==> src/rtl/gpio_bank_pkg.sv <==
package gpio_bank_pkg;
   localparam int REG_AW = 5;

   typedef enum logic [REG_AW-1:0] {
      REG_LEVEL     = 5'd0,
      REG_OUT       = 5'd1,
      REG_OUT_SET   = 5'd2,
      REG_OUT_CLR   = 5'd3,
      REG_DIR       = 5'd4,
      REG_DIR_SET   = 5'd5,
      REG_DIR_CLR   = 5'd6,
      REG_RISE_EN   = 5'd7,
      REG_FALL_EN   = 5'd8,
      REG_WRISE_EN  = 5'd9,
      REG_WFALL_EN  = 5'd10,
      REG_IRQ_STAT  = 5'd11,
      REG_WAKE_STAT = 5'd12,
      REG_EVT_CLR   = 5'd13,
      REG_FUNC_A    = 5'd14,
      REG_FUNC_B    = 5'd15,
      REG_PULL_OFF  = 5'd16
   } gpio_reg_e;
endpackage

==> src/rtl/gpio_sync_edge.sv <==
module gpio_sync_edge #(
   parameter int N      = 32,
   parameter int STAGES = 2
) (
   input  logic         clk,
   input  logic         rst_n,
   input  logic [N-1:0] pin_i,
   output logic [N-1:0] level_o,
   output logic [N-1:0] rise_o,
   output logic [N-1:0] fall_o
);
   localparam int LAST = STAGES - 1;

   if (STAGES < 2) begin : g_bad_stages
      $error("gpio_sync_edge: STAGES must be at least 2");
   end

   logic [N-1:0] chain_q [STAGES];
   logic [N-1:0] prev_q;

   always_ff @(posedge clk or negedge rst_n) begin
      if (!rst_n) begin
         for (int s = 0; s < STAGES; s++) chain_q[s] <= '0;
         prev_q <= '0;
      end else begin
         chain_q[0] <= pin_i;
         for (int s = 1; s < STAGES; s++) chain_q[s] <= chain_q[s-1];
         prev_q <= chain_q[LAST];
      end
   end

   assign level_o = chain_q[LAST];
   assign rise_o  = chain_q[LAST] & ~prev_q;
   assign fall_o  = ~chain_q[LAST] & prev_q;
endmodule

==> src/rtl/gpio_set_clr_reg.sv <==
module gpio_set_clr_reg #(
   parameter int N = 32
) (
   input  logic         clk,
   input  logic         rst_n,
   input  logic [N-1:0] set_i,
   input  logic [N-1:0] clr_i,
   output logic [N-1:0] q_o
);
   always_ff @(posedge clk or negedge rst_n) begin
      if (!rst_n) q_o <= '0;
      else        q_o <= (q_o & ~clr_i) | set_i;
   end

   AST_SET_TAKES: assert property (@(posedge clk) disable iff (!rst_n)
      (|set_i) |=> ((q_o & $past(set_i)) == $past(set_i)));

   AST_CLR_TAKES: assert property (@(posedge clk) disable iff (!rst_n)
      (|(clr_i & ~set_i)) |=> ((q_o & $past(clr_i & ~set_i)) == '0));

   AST_HOLD_IDLE: assert property (@(posedge clk) disable iff (!rst_n)
      (set_i == '0 && clr_i == '0) |=> $stable(q_o));

   AST_SET_BEATS_CLR: assert property (@(posedge clk) disable iff (!rst_n)
      (|(set_i & clr_i)) |=> ((q_o & $past(set_i & clr_i)) == $past(set_i & clr_i)));
endmodule

==> src/rtl/gpio_edge_bank.sv <==
module gpio_edge_bank
   import gpio_bank_pkg::*;
#(
   parameter int DATA_W      = 32,
   parameter int NUM_PINS    = 32,
   parameter int SYNC_STAGES = 2
) (
   input  logic                clk,
   input  logic                rst_n,
   input  logic                bus_wr,
   input  logic [REG_AW-1:0]   bus_addr,
   input  logic [DATA_W-1:0]   bus_wdata,
   output logic [DATA_W-1:0]   bus_rdata,
   input  logic [NUM_PINS-1:0] pin_in,
   output logic [NUM_PINS-1:0] pin_out,
   output logic [NUM_PINS-1:0] pin_oe,
   output logic [NUM_PINS-1:0] func_a,
   output logic [NUM_PINS-1:0] func_b,
   output logic [NUM_PINS-1:0] pull_dis,
   output logic                irq,
   output logic                wake
);
   localparam int NP = NUM_PINS;

   if (NUM_PINS < 1 || NUM_PINS > DATA_W) begin : g_bad_pins
      $error("gpio_edge_bank: NUM_PINS must lie in 1..DATA_W");
   end

   logic [NP-1:0] wmask;
   logic [NP-1:0] level, rise, fall;
   logic [NP-1:0] rise_en_q, fall_en_q, wrise_en_q, wfall_en_q;
   logic [NP-1:0] irq_set, wake_set, evt_clr;
   logic [NP-1:0] irq_stat, wake_stat;
   logic [NP-1:0] out_set, out_clr, dir_set, dir_clr;
   logic [NP-1:0] rd_pins;

   assign wmask = bus_wdata[NP-1:0];

   function automatic logic hit(input logic [REG_AW-1:0] a, input gpio_reg_e r);
      return a == r;
   endfunction

   assign out_set = (bus_wr && hit(bus_addr, REG_OUT_SET)) ? wmask : '0;
   assign out_clr = (bus_wr && hit(bus_addr, REG_OUT_CLR)) ? wmask : '0;
   assign dir_set = (bus_wr && hit(bus_addr, REG_DIR_SET)) ? wmask : '0;
   assign dir_clr = (bus_wr && hit(bus_addr, REG_DIR_CLR)) ? wmask : '0;
   assign evt_clr = (bus_wr && hit(bus_addr, REG_EVT_CLR)) ? wmask : '0;

   gpio_sync_edge #(.N(NP), .STAGES(SYNC_STAGES)) u_sync (
      .clk(clk), .rst_n(rst_n), .pin_i(pin_in),
      .level_o(level), .rise_o(rise), .fall_o(fall));

   gpio_set_clr_reg #(.N(NP)) u_out (
      .clk(clk), .rst_n(rst_n), .set_i(out_set), .clr_i(out_clr), .q_o(pin_out));

   gpio_set_clr_reg #(.N(NP)) u_dir (
      .clk(clk), .rst_n(rst_n), .set_i(dir_set), .clr_i(dir_clr), .q_o(pin_oe));

   assign irq_set  = (rise & rise_en_q)  | (fall & fall_en_q);
   assign wake_set = (rise & wrise_en_q) | (fall & wfall_en_q);

   gpio_set_clr_reg #(.N(NP)) u_irq_stat (
      .clk(clk), .rst_n(rst_n), .set_i(irq_set), .clr_i(evt_clr), .q_o(irq_stat));

   gpio_set_clr_reg #(.N(NP)) u_wake_stat (
      .clk(clk), .rst_n(rst_n), .set_i(wake_set), .clr_i(evt_clr), .q_o(wake_stat));

   // Plain read/write storage
   always_ff @(posedge clk or negedge rst_n) begin
      if (!rst_n) begin
         rise_en_q  <= '0;
         fall_en_q  <= '0;
         wrise_en_q <= '0;
         wfall_en_q <= '0;
         func_a     <= '0;
         func_b     <= '0;
         pull_dis   <= '0;
      end else if (bus_wr) begin
         case (bus_addr)
            REG_RISE_EN:  rise_en_q  <= wmask;
            REG_FALL_EN:  fall_en_q  <= wmask;
            REG_WRISE_EN: wrise_en_q <= wmask;
            REG_WFALL_EN: wfall_en_q <= wmask;
            REG_FUNC_A:   func_a     <= wmask;
            REG_FUNC_B:   func_b     <= wmask;
            REG_PULL_OFF: pull_dis   <= wmask;
            default: ;
         endcase
      end
   end

   always_comb begin
      case (bus_addr)
         REG_LEVEL:     rd_pins = level;
         REG_OUT:       rd_pins = pin_out;
         REG_DIR:       rd_pins = pin_oe;
         REG_RISE_EN:   rd_pins = rise_en_q;
         REG_FALL_EN:   rd_pins = fall_en_q;
         REG_WRISE_EN:  rd_pins = wrise_en_q;
         REG_WFALL_EN:  rd_pins = wfall_en_q;
         REG_IRQ_STAT:  rd_pins = irq_stat;
         REG_WAKE_STAT: rd_pins = wake_stat;
         REG_FUNC_A:    rd_pins = func_a;
         REG_FUNC_B:    rd_pins = func_b;
         REG_PULL_OFF:  rd_pins = pull_dis;
         default:       rd_pins = '0;
      endcase
   end

   assign bus_rdata = DATA_W'(rd_pins);
   assign irq       = |irq_stat;
   assign wake      = |wake_stat;

   if (NUM_PINS < DATA_W) begin : g_unimpl_chk
      AST_UNIMPL_ZERO: assert property (@(posedge clk) disable iff (!rst_n)
         bus_rdata[DATA_W-1:NUM_PINS] == '0);
   end

   AST_IRQ_NEEDS_EVENT: assert property (@(posedge clk) disable iff (!rst_n)
      $rose(irq) |-> $past(|irq_set));

   AST_WAKE_NEEDS_EVENT: assert property (@(posedge clk) disable iff (!rst_n)
      $rose(wake) |-> $past(|wake_set));

   AST_IRQ_DROPS_ON_CLR: assert property (@(posedge clk) disable iff (!rst_n)
      $fell(irq) |-> $past(|evt_clr));
endmodule

==> config.mk <==
export PLATFORM = sky130hd
export DESIGN_NAME = gpio_edge_bank
export DESIGN_NICKNAME = d
export VERILOG_FILES = /design/src/rtl/gpio_bank_pkg.sv /design/src/rtl/gpio_sync_edge.sv /design/src/rtl/gpio_set_clr_reg.sv /design/src/rtl/gpio_edge_bank.sv
export SDC_FILE = /design/constraint.sdc
export NUM_CORES = 1
export LEC_CHECK = 0
export ABC_CLOCK_PERIOD_IN_PS = 4150
export BUFFER_PORTS_ARGS = -buffer_cell sky130_fd_sc_hd__buf_2
export CAP_MARGIN = 10
export CORE_ASPECT_RATIO = 1.25
export CORE_UTILIZATION = 55
export DETAILED_ROUTE_END_ITERATION = 8
export PLACE_DENSITY = 0.85
export SKIP_LAST_GASP = 1
export SYNTH_ARGS = -nofsm -noshare
export SYNTH_HDL_FRONTEND = slang
export SYNTH_SLANG_ARGS = --single-unit
==> constraint.sdc <==
create_clock -name clk -period 4.15 [get_ports clk]
set_input_delay 0.83 -clock clk [delete_from_list [all_inputs] [get_ports clk]]
set_output_delay 0.83 -clock clk [all_outputs]
set_load 0.05 [all_outputs]
## Yosys cells after proc, flatten, opt, wreduce, memory -nomap -nowiden

Index checks and enable logic that the tools add are counted.

- Flip-flop bits (word level): 448
- Output and inout bits: 194

- Equality and inequality tests: 16
- Muxes and demuxes: 6
- Bitwise gates (word level): 21
- Reductions and logical operators: 15

Operators with widths:

| kind | number |
|---|---|
| 32-bit one-hot mux with 12 select lines | 1 |
| 32-bit bitwise AND | 10 |
| 32-bit OR | 6 |
| 32-bit two-way mux | 5 |
| 32-bit inverter | 5 |
| 32-bit OR reduction | 2 |
| 5-bit by 4-bit equality test with 1-bit output (second input constant) | 8 |
| 5-bit by 3-bit equality test with 1-bit output (second input constant) | 4 |
| 2-bit AND reduction | 7 |
| 5-bit by 2-bit equality test with 1-bit output (second input constant) | 2 |
| 5-bit by 1-bit equality test with 1-bit output (second input constant) | 1 |
| 5-bit equality test (second input constant) | 1 |
| 1-bit logical AND | 5 |
| 5-bit zero test | 1 |

## Longest topological paths before layout

- Depth in word-level cells: 6
- Gate-level depth with buffers: 9
- Depth with buffers taken out: 4

## Modules after synthesis

Synthesis repeated with hierarchy kept, for this count alone.

- Cells, all modules: 1784
- Area total of the unflattened synthesis: 21555.7 sq um

By module, submodules not included:

| module | instances | cells each | area each (sq um) | sequential area each (sq um) |
|---|---|---|---|---|
| gpio_edge_bank | 1 | 1208 | 13708.1 | 5605.4 |
| gpio_set_clr_reg | 4 | 96 | 1161.1 | 800.8 |
| gpio_sync_edge | 1 | 192 | 3203.1 | 2402.3 |

## Worst setup path after synthesis

OpenSTA, ideal clock, no wires.

- Path type: in2out
- From: input bus_addr[0]
- To: output bus_rdata[7]
- Data arrival time: 2.609 ns
- Data required time: 3.320 ns
- Setup slack: 0.711 ns
- Stages: 7
- Buffers on the path: 3
- Cells stage by stage: buf_2 buf_4 buf_2 mux2_2 a32o_1 a221oi_1 nand4_1

- Word-level cells in the longest chain between the ends: 2
- Elaborated cells between the ends (all ways): 13
- Classes of those cells: 11 x eq/ne; 1 x mux; 1 x reduce/logical

RTL lines:

| what | RTL line | text |
|---|---|---|
| start: declaration | gpio_edge_bank.sv:11 | `input logic [REG_AW-1:0] bus_addr,` |
| 5-bit equality test (tied with other cells) | gpio_edge_bank.sv:93 | `case (bus_addr)` |
| 32-bit one-hot mux with 12 select lines * | gpio_edge_bank.sv:93 |  |
| end: declaration | gpio_edge_bank.sv:13 | `output logic [DATA_W-1:0] bus_rdata,` |

Every way passes the cells marked *; elsewhere a longest branch is shown, timed or not.

## Final worst setup path

- From: input bus_addr[0]
- To: output bus_rdata[30]

The elaborated chain is that of the path after synthesis.

==> flow_summary.yaml <==
status:
  outcome: "completed"
worst_setup_path:
  cp_num_buf_inv: 3
  cp-start-kind: "primary input"
  cpMostUsedCell: "buf_2"
  worstSetupStartpoint: "bus_addr[0]"
  arrival_ns: 3.12
  cp_cell_sequence: "buf_2 > buf_4 > nand2_1 > nor2_1 > a22oi_1 > nand4_1 > buf_2"
  cp-end-kind: "primary output"
  worst_ep_required_time_ns: 3.32
  worst-path-max-fanout: 29
  r2r_start: "u_sync.level_o[30]"
  critPathKind: "primary input to primary output"
  critPathTopFamily: "buffers and inverters"
  cp_slowest_cell: "buf_4"
  max_stage_delay_ns: 0.49
cells_and_area:
  design_area_sq_um: 23250
  fin_nets: 1927
  layout_common_cells: "dfrtp_1 (448), buf_2 (264), mux2_2 (200), nand2_1 (178)"
  drive_gt1_share_pct: 35.26
  syn2layout_area_growth_pct: 18.09
  layout.cells.most_common: "dfrtp_1"
  post-route-util_pct: 65.76
sta:
  slew_headroom_pct: 24.41
  skew_ns: 0.007271
  rsz0062_at_grt: "false"
  setup_violations: 0
  tns_ns: 0
  fin_crit_ns: 3.947
  fmax_mhz: 253.4
  period_share_pct: 95.11
  worst_slack_ns: 0.2029
  finalMaxSlewViolations: 0
  hold_viol_final: 0
  worstMarginPinSlew_ns: 1.134
synth:
  synth_fa_ha_area_share_pct: 0
  yosys_warnings: 0
  synth_seq_area_share_pct: 56.94
  syn_avg_cell_area_sq_um: 12.42
  synth.distinct_cells: 56
  synth_area_sq_um: 19690
  syn_inst: 1585
  synth_nets: 1657
  synth_compound_area_share_pct: 11.56
  yosys_most_used_dff: "dfrtp_1"
  synthArstFlopShare_pct: 100.0
  synthSimpleGateAreaFrac_pct: 11.11
  synth_edf_count: 0
  synth_mux_area_share_pct: 17.68
  synth_seq_cells: 448
  synth_top_family_by_area: "multiplexers"
  synth_xor_area_share_pct: 0
place:
  dp_slack_ns: 0.4154
  dp_hpwl_microns: 43950
  place_area_sq_um: 21810
  portBuffers: 265
  gp_congestion: 0.9723
die:
  initial_utilization_pct: 55.68
  core-area_sq_um: 35360
  die_w_microns: 171.2
  pin_count: 266
  num_rows: 77
  fp.dieArea_sq_um: 36560
  dieHeight_microns: 213.5
clocking:
  cts_hold_buf: 0
  postCtsResizedCells: 0
  worstSkewPairLatency_ns: 0.55
  clkSinkCount: 448
  cts-root-buf: "clkbuf_16"
  clk_transition_reported_paths_ns: 0.07
  htree_levels: 2
  cts_buffers: 43
  cts_tree: "built"
  post_cts_buffers: 0
  cts_max_path_buffers: 3
detailed_routing:
  avgViaCountPerCell: 6.770
  vias: 15970
  drc: 0
  routed_wl_microns: 65120
  wl_per_cell_microns: 27.60
  drt_iter0_markers: 2056
  ant_nets: 0
  first_pass_iters: 8
grt:
  grt_remaining_overflow: 0
  track_usage_pct: 36.05
  grt_pass1_wl_microns: 96770
  antenna_found_initial: 3
  first_global_vias: 16030
  grt_start_max_net_pins: 125
pwr:
  ir_worst_vdd_uv: 370.3
  power_density_nw_per_um2: 549.6
  leakagePower_nw: 10.91
  finalPower_mw: 12.78
run:
  maxCapViolations: 0
worst_hold_path:
  hp-class: "primary input to async pin"
power breakdown:
part           internal (mW)  switching (mW)
Combinational          0.967            1.98
Clock                   2.38            1.65
Sequential              5.06           0.743
Total                   8.40            4.38
final cells by class:
class                      instances  area, sq um
clock inverter                    11        158.9
multi-input combinational       1016         7993
inverter                           3        11.26
timing repair buffer             343         2001
fill                            2529        12110
sequential                       448        11210
tap                              474        593.1
antenna                            2        5.005
clock buffer                      62         1277
logic make-up (layout without fill, tap and decap cells):
| group | count (synthesis) | in the layout |
|---|---|---|
| compound gates | 272 | 272 |
| buf+inv | 121 | 419 |
| flops | 448 | 448 |
| mux | 302 | 302 |
| other cells | 0 | 2 |
| simple gates | 442 | 442 |
through the flow:
stage | instances | hold WS [ns]
finish | 2359 | 0.1991
detailed placement | 2284 | 0.3347
CTS | 2357 | 0.2107
global placement | 2283 | 0.3322
floorplan | 1585 | 0.3312
global route | 2357 | 0.2131
flip-flops by register name, summed over array words and instances, names as in the netlist:
register and cells:
u_dir.q_o 32, u_irq_stat.q_o 32, u_sync.chain_q 32, u_wake_stat.q_o 32
func_a 32, wrise_en_q 32, fall_en_q 32, u_out.q_o 32
pull_dis 32, u_sync.level_o 32, wfall_en_q 32, func_b 32
u_sync.prev_q 32, rise_en_q 32
worst paths after layout:
| path | endpoint | slack (ns) | cells past startpoint |
|---|---|---|---|
| worst max register to register | u_wake_stat.q_o[30] | 3.13 | 2 |
| worst max-delay path | bus_rdata[30] | 0.20 | 7 |
| min in group clk | u_sync.level_o[23] | 0.34 | 0 |
| worst min register to register | u_sync.level_o[23] | 0.34 | 0 |
| max in group asynchronous | u_wake_stat.q_o[31] | 2.87 | 2 |
| worst min-delay path | u_sync.level_o[3] | 0.20 | 1 |
per-layer routing:
metal	routed length, microns	track usage [%]	vias up
li1	-	-	6438
met1	22340	44.21	7873
met2	29600	55.37	1284
met3	7940	9.450	373
met4	5232	26.14	2
met5	14	0	-
cells in the mapped netlist, types with 2 or more instances:
cell type  instances  share of area (%)
and3_1            39                1.2
a32oi_1            5               0.22
nor2_1            71                1.4
nor2b_1           35                1.1
nand3_1           27               0.69
nand4b_1           2              0.089
a32o_1             6               0.31
nor3_1             9               0.23
nand3b_1          20               0.76
mux2i_1           53                2.7
o32ai_1            5               0.22
or3_1              3              0.095
mux2_4            30                2.3
nand4_1           13               0.41
mux2_2           200                 11
a2111oi_0         17               0.76
clkbuf_1          69                1.3
mux4_2             3               0.34
nor4_1            19               0.60
nor3_2             2               0.10
a21oi_1           25               0.64
and2_1             2              0.064
o2bb2ai_1          2              0.089
mux2_1            16               0.92
buf_2             39               0.99
nand2_1          179                3.4
o22ai_1           20               0.64
dfrtp_1          448                 57
o21ai_0            2              0.051
a221oi_1          18               0.80
inv_1              3              0.057
buf_1              5              0.095
nand2b_1           4               0.13
or2_2              3              0.095
a22oi_1           35                1.3
a22o_1            70                3.1
buf_4              2              0.076
buf_6              3               0.17
a221o_1           64                3.3
(Power assumes the default switching activity.)
